<file path="src/rtl/sar_seq_pkg.sv">
package sar_seq_pkg;
  typedef enum logic [1:0] {
    ST_ACQ   = 2'd0,
    ST_READY = 2'd1,
    ST_CONV  = 2'd2
  } seq_state_t;

  typedef enum logic [1:0] {
    MD_NORMAL = 2'd0,
    MD_FAST   = 2'd1,
    MD_LOWPWR = 2'd2
  } conv_mode_t;
endpackage

</file>
<file path="src/rtl/sar_mode_dec.sv">
module sar_mode_dec
  import sar_seq_pkg::*;
(
  input  logic       sel_fast,
  input  logic       sel_lowpwr,
  output conv_mode_t mode
);
  always_comb begin
    if (sel_fast && !sel_lowpwr)      mode = MD_FAST;
    else if (sel_lowpwr && !sel_fast) mode = MD_LOWPWR;
    else                              mode = MD_NORMAL;
  end
endmodule

</file>
<file path="src/rtl/sar_start_det.sv">
module sar_start_det (
  input  logic clk,
  input  logic rst_n,
  input  logic start_n,
  output logic fall
);
  logic prev_q;

  always_ff @(posedge clk or negedge rst_n) begin
    if (!rst_n) prev_q <= 1'b1;
    else        prev_q <= start_n;
  end

  assign fall = prev_q & ~start_n;
endmodule

</file>
<file path="src/rtl/sar_approx_reg.sv">
module sar_approx_reg #(
  parameter int W = 16
) (
  input  logic         clk,
  input  logic         rst_n,
  input  logic         load,
  input  logic         step,
  input  logic         cmp_keep,
  output logic [W-1:0] trial_word,
  output logic [W-1:0] final_word
);
  localparam logic [W-1:0] MSB_MASK = {1'b1, {(W-1){1'b0}}};

  logic [W-1:0] keep_q, keep_d;
  logic [W-1:0] mask_q, mask_d;

  always_comb begin
    keep_d = keep_q;
    mask_d = mask_q;
    if (load) begin
      keep_d = '0;
      mask_d = MSB_MASK;
    end else if (step) begin
      if (cmp_keep) keep_d = keep_q | mask_q;
      mask_d = mask_q >> 1;
    end
  end

  always_ff @(posedge clk or negedge rst_n) begin
    if (!rst_n) begin
      keep_q <= '0;
      mask_q <= '0;
    end else if (load || step) begin
      keep_q <= keep_d;
      mask_q <= mask_d;
    end
  end

  assign trial_word = keep_q | mask_q;
  assign final_word = keep_q | (cmp_keep ? mask_q : '0);
endmodule

</file>
<file path="src/rtl/sar_seq_ctrl.sv">
module sar_seq_ctrl
  import sar_seq_pkg::*;
#(
  parameter int W             = 16,
  parameter int ACQ_CLKS      = 4,
  parameter int NORM_BIT_CLKS = 3,
  parameter int FAST_BIT_CLKS = 1
) (
  input  logic         clk,
  input  logic         rst_n,
  input  logic         start_n,
  input  logic         pwr_down,
  input  logic         sel_fast,
  input  logic         sel_lowpwr,
  input  logic         cmp_keep,
  output logic         busy,
  output logic [W-1:0] dac_word,
  output logic [W-1:0] result
);
  localparam int AW = $clog2(ACQ_CLKS + 1);
  localparam int TW = $clog2(NORM_BIT_CLKS + 1);
  localparam int BW = $clog2(W);
  localparam logic [AW-1:0] ACQ_LAST  = AW'(ACQ_CLKS - 1);
  localparam logic [TW-1:0] NORM_LAST = TW'(NORM_BIT_CLKS - 1);
  localparam logic [TW-1:0] FAST_LAST = TW'(FAST_BIT_CLKS - 1);
  localparam logic [BW-1:0] BIT_LAST  = BW'(W - 1);

  seq_state_t   state_q, state_d;
  conv_mode_t   mode_now, mode_q, mode_d;
  logic [AW-1:0] acq_q, acq_d;
  logic [TW-1:0] tick_q, tick_d, tick_last_val;
  logic [BW-1:0] bit_q, bit_d;
  logic [W-1:0]  result_d;
  logic [W-1:0]  trial_word, final_word;
  logic          start_fall, trigger, load, step, done;

  sar_mode_dec u_mode (
    .sel_fast   (sel_fast),
    .sel_lowpwr (sel_lowpwr),
    .mode       (mode_now)
  );

  sar_start_det u_start (
    .clk     (clk),
    .rst_n   (rst_n),
    .start_n (start_n),
    .fall    (start_fall)
  );

  sar_approx_reg #(.W(W)) u_sar (
    .clk        (clk),
    .rst_n      (rst_n),
    .load       (load),
    .step       (step),
    .cmp_keep   (cmp_keep),
    .trial_word (trial_word),
    .final_word (final_word)
  );

  assign trigger       = start_fall | ((mode_now == MD_LOWPWR) & ~start_n);
  assign tick_last_val = (mode_q == MD_FAST) ? FAST_LAST : NORM_LAST;

  always_comb begin
    state_d  = state_q;
    mode_d   = mode_q;
    acq_d    = acq_q;
    tick_d   = tick_q;
    bit_d    = bit_q;
    result_d = result;
    load     = 1'b0;
    step     = 1'b0;
    done     = 1'b0;
    unique case (state_q)
      ST_ACQ: begin
        if (acq_q == ACQ_LAST) begin
          state_d = ST_READY;
          acq_d   = '0;
        end else begin
          acq_d = acq_q + 1'b1;
        end
      end
      ST_READY: begin
        if (trigger && !pwr_down) begin
          state_d = ST_CONV;
          mode_d  = mode_now;
          tick_d  = '0;
          bit_d   = '0;
          load    = 1'b1;
        end
      end
      ST_CONV: begin
        if (tick_q == tick_last_val) begin
          step   = 1'b1;
          tick_d = '0;
          if (bit_q == BIT_LAST) begin
            done     = 1'b1;
            state_d  = ST_ACQ;
            acq_d    = '0;
            result_d = final_word;
          end else begin
            bit_d = bit_q + 1'b1;
          end
        end else begin
          tick_d = tick_q + 1'b1;
        end
      end
      default: state_d = ST_ACQ;
    endcase
  end

  always_ff @(posedge clk or negedge rst_n) begin
    if (!rst_n) begin
      state_q <= ST_ACQ;
      mode_q  <= MD_NORMAL;
      acq_q   <= '0;
      tick_q  <= '0;
      bit_q   <= '0;
    end else begin
      state_q <= state_d;
      mode_q  <= mode_d;
      acq_q   <= acq_d;
      tick_q  <= tick_d;
      bit_q   <= bit_d;
    end
  end

  always_ff @(posedge clk or negedge rst_n) begin
    if (!rst_n)    result <= '0;
    else if (done) result <= result_d;
  end

  assign busy     = (state_q == ST_CONV);
  assign dac_word = busy ? trial_word : '0;
endmodule

</file>
<file path="config.mk">
export PLATFORM = sky130hd
export DESIGN_NAME = sar_seq_ctrl
export DESIGN_NICKNAME = d
export VERILOG_FILES = /design/src/rtl/sar_seq_pkg.sv /design/src/rtl/sar_mode_dec.sv /design/src/rtl/sar_start_det.sv /design/src/rtl/sar_approx_reg.sv /design/src/rtl/sar_seq_ctrl.sv
export SDC_FILE = /design/constraint.sdc
export NUM_CORES = 1
export LEC_CHECK = 0
export BUFFER_PORTS_ARGS = -buffer_cell sky130_fd_sc_hd__buf_4
export CAP_MARGIN = 10
export CORE_MARGIN = 2
export CORE_UTILIZATION = 46
export DETAILED_ROUTE_END_ITERATION = 10
export PLACE_DENSITY_LB_ADDON = 0.25
export SETUP_SLACK_MARGIN = 0.5
export SLEW_MARGIN = 20
export SYNTH_ARGS = -nofsm -noshare
export SYNTH_HDL_FRONTEND = slang
export SYNTH_SLANG_ARGS = --single-unit
</file>
<file path="constraint.sdc">
create_clock -name clk -period 2 [get_ports clk]
set_input_delay 0.1 -clock clk [delete_from_list [all_inputs] [get_ports clk]]
set_output_delay 0.1 -clock clk [all_outputs]
set_load 0.01 [all_outputs]
</file>
* Yosys cells after proc, flatten, opt, wreduce, memory -nomap -nowiden *
Index checks and enable logic that the tools add are counted.

operators by class
  $add $sub $neg = 3
  eq/ne operators = 12
  muxes and demuxes = 33
  bitwise operators = 6
  reductions and logical operators = 20

operators by type and width
  operator             count
  $mux 16              7
  $or 16x16->16        2
  $mux 2               9
  $mux 4               3
  $reduce_and 4->1     3
  $mux 3               3
  $pmux 4 s2           1
  $reduce_bool 2->1    4
  $mux 1               7
  $ne 2x2->1 const B   3
  $pmux 2 s3           1
  $pmux 3 s2           1
  $reduce_and 2->1     3
  $reduce_and 3->1     2
  $add 4x1->4 const B  1
  $eq 2x1->1 const B   2
  $eq 2x2->1 const B   2
  $eq 4x4->1 const B   1
  $ne 2x1->1 const B   2
  $pmux 2 s2           1
  $add 3x1->3 const B  1
  $eq 3x2->1 const B   1
  $logic_and 1x1->1    3
  $logic_not 1->1      3
  other kinds (7)      8

storage, ports and cells
  register bits = 62
  output and inout bits = 33
  logic and storage cells = 83

* Longest topological paths before layout *
Gate-level depths: netlist (run 1).

  word-level depth = 12
  depth in mapped cells = 8
  depth with buffers taken out = 5

* Hierarchy *
A second synthesis (run 1) with hierarchy kept.

unflattened totals
  cells, all modules = 264
  area, all modules = 3,020.4 um^2

by module, submodules not included
  module          times used  cells each  area each (um^2)
  sar_approx_reg  1           138         1,483.9
  sar_seq_ctrl    1           122         1,481.4
  sar_start_det   1           2           40.0
  sar_mode_dec    1           2           15.0

* Worst setup path after synthesis (run 1) *
No wires, ideal clock.

  kind = register to register
  start = register mode_q[1]
  end = register result[11]
  arrival time = 1.708 ns
  path slack = 0.213 ns
  stages on the path, launching flop included = 6
  buffers on the path = 1
  clock period less this slack = 1.787 ns
  path through = dfrtp_1 and2b_4 mux2_4 nor3_4 buf_8 mux2i_1

on the way
  cells in the longest elaborated chain, start to end = 6

ends and longest elaborated chain
  item                          RTL line             source
  from (decl)                   sar_seq_ctrl.sv:29   conv_mode_t mode_now, mode_q, mode_d;
  from (signal assigned)        sar_seq_ctrl.sv:120  mode_q <= mode_d;
  $eq 2x1->1 *                  sar_seq_ctrl.sv:61   assign tick_last_val = (mode_q == MD_FAST) ? FAST_LAST : NORM_LAST;
  $mux 2 *                      sar_seq_ctrl.sv:61
  $eq 2x2->1 *                  sar_seq_ctrl.sv:92   if (tick_q == tick_last_val) begin
  $mux 1                        sar_seq_ctrl.sv:92
  $mux 1                        sar_seq_ctrl.sv:73   unique case (state_q)
  $reduce_and 4->1 (no line) *  -
  to (signal assigned)          sar_seq_ctrl.sv:129  else if (done) result <= result_d;
  to (decl)                     sar_seq_ctrl.sv:18   output logic [W-1:0] result

Mark *: on every way between the ends. The rest lies on a longest branch, timed or not.
A chain may end at the register's enable or synchronous reset.

* Worst setup path in the final report (run 1) *
  start = register mode_q[1]
  end = register result[5]

Same word-level chain as after synthesis.

==> impl_metrics.tcl, run 1 <==
set metrics [dict create \
    status "finished clean" \
    synthMuxAreaShare 0.0690 \
    synth_area_leaders "dfrtp_1 53%, a21oi_1 6.3%, mux2i_1 5.9%" \
    antenna_found_initial 0 \
    cp.arrival_ns 1.96 \
    cp_max_fo 6 \
    p_leak_nw 1.90 \
    place_inst 401 \
    clk_pin_slew_worst_paths_ns 0.07 \
    initial_core_util 0.481 \
    maxSlewHeadroom 0.491 \
    yosys-top-cells-count "61 x dfrtp_1, 37 x nor2_1, 36 x a21oi_1, 22 x nand3_1" \
    synth-edff-count 0 \
    crit_start "mode_q[1]" \
    fin_tns_setup_ns 0 \
    final_net_count 387 \
    wl_per_cell_um 16.6 \
    drt_pass1_iterations 4 \
    end_kind "register" \
    start_kind "register" \
    yosys.area.top_type_share 0.530 \
    min_period_over_period 0.854 \
    dpl-instance-area_mm2 0.00328 \
    antenna_left 0 \
    power_mw 5.52 \
    cts_tree "built" \
    grt_start_max_net_pins 63 \
    power-per-cell-area_mw_per_mm2 1320 \
    synthAdderAreaFrac 0.00868 \
    rsz0062_at_grt "yes" \
    synth_top_family_by_area "compound AO/OA/AOI/OAI gates" \
    critPathKind "register to register" \
    fin_cells 458 \
    htreeDepth 3 \
    synth-async-reset-ratio 1.00 \
    die-height_um 83.1 \
    synth_fp_nets 303 \
    synth_compound_area_frac 0.186 \
    dpl.hpwl_mm 3.86 \
    antenna_cells 0 \
    cts.path.max_buffers 2 \
    syn_area_mm2 0.00288 \
    finalCriticalPeriod_ns 1.71 \
    path_delay_family "multiplexers" \
    numCtsBuffers 9 \
    std_cell_rows 28 \
    cp_slowest_cell "dfrtp_1" \
    crit_path_max_incr_delay_ns 0.40 \
    fmax_mhz 585 \
    finalSetupViolCount 0 \
    ys_ff_latch 62 \
    grt_pass1_vias 2334 \
    crit_buf_inv 2 \
    timing_hold_violations_final 0 \
    track_usage 0.213 \
    maxSlewViolCount 0 \
    synth_top_area_cell "dfrtp_1" \
    vdd_drop_max_uv 730 \
    required_ns 2.25 \
    layout-drive-gt1-share 0.371 \
    synth_simple_gate_area_frac 0.135 \
    clk_latency_ns 0.34 \
    grt-ovfl-total 0 \
    fin_ws_ns 0.291 \
    routed_wl_mm 7.59 \
    worst_pin_slew_ns 0.764 \
    pre_cts_ws_ns 0.180 \
    yosysMostFrequentCell "dfrtp_1" \
    vias 2547 \
    place_congestion 0.742 \
    netlist_instances 294 \
    min_from "sel_lowpwr" \
    die_x_um 83.1 \
    synth-main-ff-cell "dfrtp_1" \
    grt_pass1_wl_mm 11.8 \
    area_delta_synth_final_pct 45.3 \
    die_area_mm2 0.00691 \
    reg2reg_from "mode_q[1]" \
    cts.sinks 62 \
    drtIter0Drc 205 \
    root_buffer "clkbuf_8" \
    hp-class "input pin to register" \
    crit_chain "and2b_4 > mux2_4 > nor3_4 > buf_6 > buf_12 > mux2i_1" \
    synth-seq-area-share 0.539 \
    synth_xor_area_frac 0.00304 \
    yosys_warnings 0 \
    portBuffers 39 \
    synth_cell_types 37 \
    avgSynthCellArea_um2 9.80 \
    cap_violations 0 \
    final_area_mm2 0.00419 \
    route.detailed.drc 0 \
    avgViaCountPerCell 5.56 \
    fin_worst_skew_ns 0.00770 \
    core_area_mm2 0.00599 \
    io_pins 40 \
]
==> state kept, by name (all words and copies together) (netlist names) <==
| name | flops |
|---|---|
| acq_q | 3 |
| u_sar.mask_q | 16 |
| tick_q | 2 |
| bit_q | 4 |
| state_q | 2 |
| mode_q | 2 |
| result | 16 |
| u_sar.keep_q | 16 |
| u_start.prev_q | 1 |
==> cells by family (layout without fill, tap and decap cells) <==
kind of cell,count (synthesis),count (layout)
flops,62,62
buf+inv,40,128
mux,19,20
fa+ha+maj,2,2
compound gates,87,87
simple gates,83,83
xor+xnor,1,1
==> area by class of cell <==
cell class | count | area [µm²]
flip-flops and latches | 62 | 1550
well taps | 75 | 93.8
multi-input cells | 193 | 1350
inverters | 20 | 80.1
repair buffers | 92 | 946
clock buffers | 12 | 145
clock inverters | 4 | 22.5
fillers | 448 | 1800
==> worst register-to-register path, cell delays in order (launching register included) <==
cell and delay [ns]:
dfrtp_1 0.40, and2b_4 0.26, mux2_4 0.33, nor3_4 0.17
buf_6 0.14, buf_12 0.12, mux2i_1 0.21
==> cell usage in the layout (no fill, tap or decap), types with 11 or more instances in the layout <==
master   count
a21oi_1     31
a22o_1      16
buf_4       56
buf_6       24
dfrtp_1     61
inv_1       19
mux2i_1     17
nand2_1     11
nand3_1     20
nor2_1      22
nor2_4      13
o21ai_0     12
==> power breakdown <==
part	internal (mW)	switching, mW	total (mW)
registers	1.60	0.362	1.96
logic	1.34	1.26	2.60
clock network	0.477	0.472	0.949
total	3.42	2.10	5.52
==> path summary, 6_finish.rpt <==
| path | endpoint | slack, ns | cells after the start |
|---|---|---|---|
| worst max-delay path | result[5] | 0.29 | 6 |
| worst min-delay path | mode_q[0] | 0.03 | 3 |
| worst max register to register | result[5] | 0.29 | 6 |
| worst min register to register | mode_q[0] | 0.51 | 2 |
| max in group asynchronous | bit_q[1] | 1.12 | 2 |
| min in group asynchronous | u_sar.keep_q[2] | 0.37 | 2 |
==> routing by layer <==
metal / vias up / GRT usage / wire [µm]
li1: 1203 / - / -
met1: 1245 / 0.308 / 3340
met2: 88 / 0.323 / 3720
met3: 11 / 0.0517 / 413
met4: 0 / 0.0551 / 104
met5: - / 0 / 0
==> metrics by stage <==
step                hold WS, ns  utilization
finish                   0.0306        0.699
global route             0.0612        0.699
CTS                      0.0294        0.636
detailed placement        0.229        0.548
global placement          0.226        0.548
floorplan                -0.196            -
==> timing repair <==
| item | CTS | global route |
|---|---|---|
| hold buffers | 2 | 0 |
| endpoints found under the setup margin | 49 | 75 |
| hold endpoints to repair | 62 | 0 |
| pin swaps | 3 | 12 |
| buffers inserted | 14 | 19 |
| resized for setup | 28 | 68 |
| gates cloned | 5 | 1 |
(Power assumes the default switching activity.)
==> inputs of run 2 (changes only) <==
--- a/config.mk
+++ b/config.mk
@@ -8,7 +8,8 @@
 export BUFFER_PORTS_ARGS = -buffer_cell sky130_fd_sc_hd__buf_4
 export CAP_MARGIN = 10
 export CORE_MARGIN = 2
-export CORE_UTILIZATION = 46
+export CORE_UTILIZATION = 30
+export CTS_BUF_LIST = sky130_fd_sc_hd__clkbuf_4 sky130_fd_sc_hd__clkbuf_8
 export DETAILED_ROUTE_END_ITERATION = 10
 export PLACE_DENSITY_LB_ADDON = 0.25
 export SETUP_SLACK_MARGIN = 0.5
==> impl_metrics.tcl, run 2 (synthesis gave the netlist of run 1 again) <==
set metrics [dict create \
    r2r_cells 6 \
    cp.arrival_ns 1.89 \
    utilization 0.448 \
    die_x_um 102 \
    drtIter0Drc 214 \
    final_cell_mix "60 x dfrtp_1, 43 x buf_4, 32 x a21oi_1" \
    grt-ovfl-total 0 \
    p_leak_nw 1.82 \
    pre_cts_ws_ns 0.165 \
    maxSlewViolCount 0 \
    drt_pass1_iterations 5 \
    dpl.hpwl_mm 4.11 \
    place_inst 452 \
    grt_util_met2 0.228 \
    fmax_mhz 601 \
    grt_start_max_net_pins 63 \
    finalSetupViolCount 0 \
    fin_cells 494 \
    min_from "sel_lowpwr" \
    worst_hold_path.endpoint "mode_q[0]" \
    portBuffers 39 \
    top_regs "result x16, u_sar.keep_q x16, u_sar.mask_q x16" \
    worst_pin_slew_ns 0.783 \
    dpl-instance-area_mm2 0.00332 \
    vdd_drop_max_uv 556 \
    cts.sinks 62 \
    clk_latency_ns 0.34 \
    wl_per_cell_um 15.6 \
    end_kind "register" \
    layout-drive-gt1-share 0.353 \
    route.detailed.drc 0 \
    htreeDepth 3 \
    root_buffer "clkbuf_8" \
    grt.met1_usage 0.215 \
    fin_tns_setup_ns 0 \
    track_usage 0.151 \
    reg2reg_from "tick_q[1]" \
    avgViaCountPerCell 4.95 \
    min_period_over_period 0.833 \
    area_delta_synth_final_pct 44.2 \
    clk_pin_slew_worst_paths_ns 0.07 \
    timing_hold_violations_final 0 \
    rsz0062_at_grt "yes" \
    hp-class "input pin to register" \
    cp_max_fo 5 \
    io_pins 40 \
    vias 2443 \
    power-per-cell-area_mw_per_mm2 1390 \
    finalCriticalPeriod_ns 1.67 \
    p_comb_frac 0.426 \
    status "finished clean" \
    fin_ws_ns 0.335 \
    core_area_mm2 0.00928 \
    numCtsBuffers 9 \
    final_area_mm2 0.00416 \
    antenna_left 0 \
    die_area_mm2 0.0104 \
    start_kind "register" \
    fin_worst_skew_ns 0.00814 \
    initial_core_util 0.310 \
    met3_usage 0.0410 \
    place_congestion 0.746 \
    r2r_end "bit_q[3]" \
    grt_pass1_vias 2460 \
    grt_pass1_wl_mm 12.3 \
    die-height_um 102 \
    cts_tree "built" \
    critPathKind "register to register" \
    std_cell_rows 35 \
    seq_power_share 0.340 \
    routed_wl_mm 7.70 \
    antenna_found_initial 0 \
    antenna_cells 0 \
    cts.path.max_buffers 2 \
    grt_busiest_layer "met2" \
    power.switching_mw 2.10 \
    maxSlewHeadroom 0.478 \
    switching_share 0.365 \
    required_ns 2.22 \
    final_net_count 369 \
    internal_power_mw 3.65 \
    rrSetupSlack_ns 0.33 \
    hold_depth 3 \
    cap_violations 0 \
    crit_start "tick_q[1]" \
    clockPowerShare 0.235 \
    final_common_cell "dfrtp_1" \
]
[run 2: cell count changes in the layout (fill, tap and decap cells not counted), moves of 3 or more]
cell and change:
o21ai_1 +6, o21ai_0 -6, bufinv_16 +3, nor2_2 +4, buf_6 -6, buf_16 -3, buf_4 -13, clkinv_2 -3
clkbuf_16 +4
[run 2: how the worst max path moves through the flow]
| stage | end | cells after the start |
|---|---|---|
| after floorplan | result[11] | 5 |
| after detailed placement | result[3] | 5 |
| final | bit_q[3] | 6 |
| after CTS | bit_q[3] | 5 |
| after global routing | bit_q[3] | 6 |
| after global placement | result[7] | 5 |
[run 2: final cells by class]
class / count / area [µm²]
Timing Repair Buffer: 73 / 756
Inverter: 20 / 75.1
Clock buffer: 9 / 124
Tap cell: 129 / 161
Fill cell: 891 / 5130
Sequential cell: 62 / 1550
Clock inverter: 7 / 123
Multi-Input combinational cell: 194 / 1360
[run 2: critical path: stages (launching register included)]
cell      delay, ns
dfrtp_1        0.40
or2_4          0.26
mux2_4         0.30
buf_6          0.13
buf_4          0.15
o211ai_1       0.22
nand3_2        0.08
[run 2: power by group through the flow]
stage	clock, mW	sequential (mW)	combinational, mW
after CTS	1.38	1.94	1.97
after detailed placement	0	1.97	1.42
after global routing	1.43	2.02	2.67
final	1.35	1.96	2.45
after global placement	0	1.96	1.39
after floorplan	0	1.88	1.05
[run 2: what timing repair did]
action,CTS,global route
resized for setup,24,67
pin swaps,3,15
cloned,2,4
endpoints found under the hold margin,62,0
hold buffers,2,0
setup buffers,16,2
endpoints found under the setup margin,61,74
[run 2: routing by layer]
metal / part of all wire / wire [µm] / vias up
met5: 0 / 0 / -
met1: 0.47 / 3620 / 1195
met4: 0.011 / 85 / 0
li1: - / - / 1175
met2: 0.46 / 3570 / 66
met3: 0.055 / 426 / 7
[run 2: metrics by stage]
step	hold WS [ns]	power, mW
final	0.0292	5.76
after global routing	0.0531	6.12
after CTS	0.0291	5.29
after detailed placement	0.229	3.39
after global placement	0.228	3.35
after floorplan	-0.196	2.93
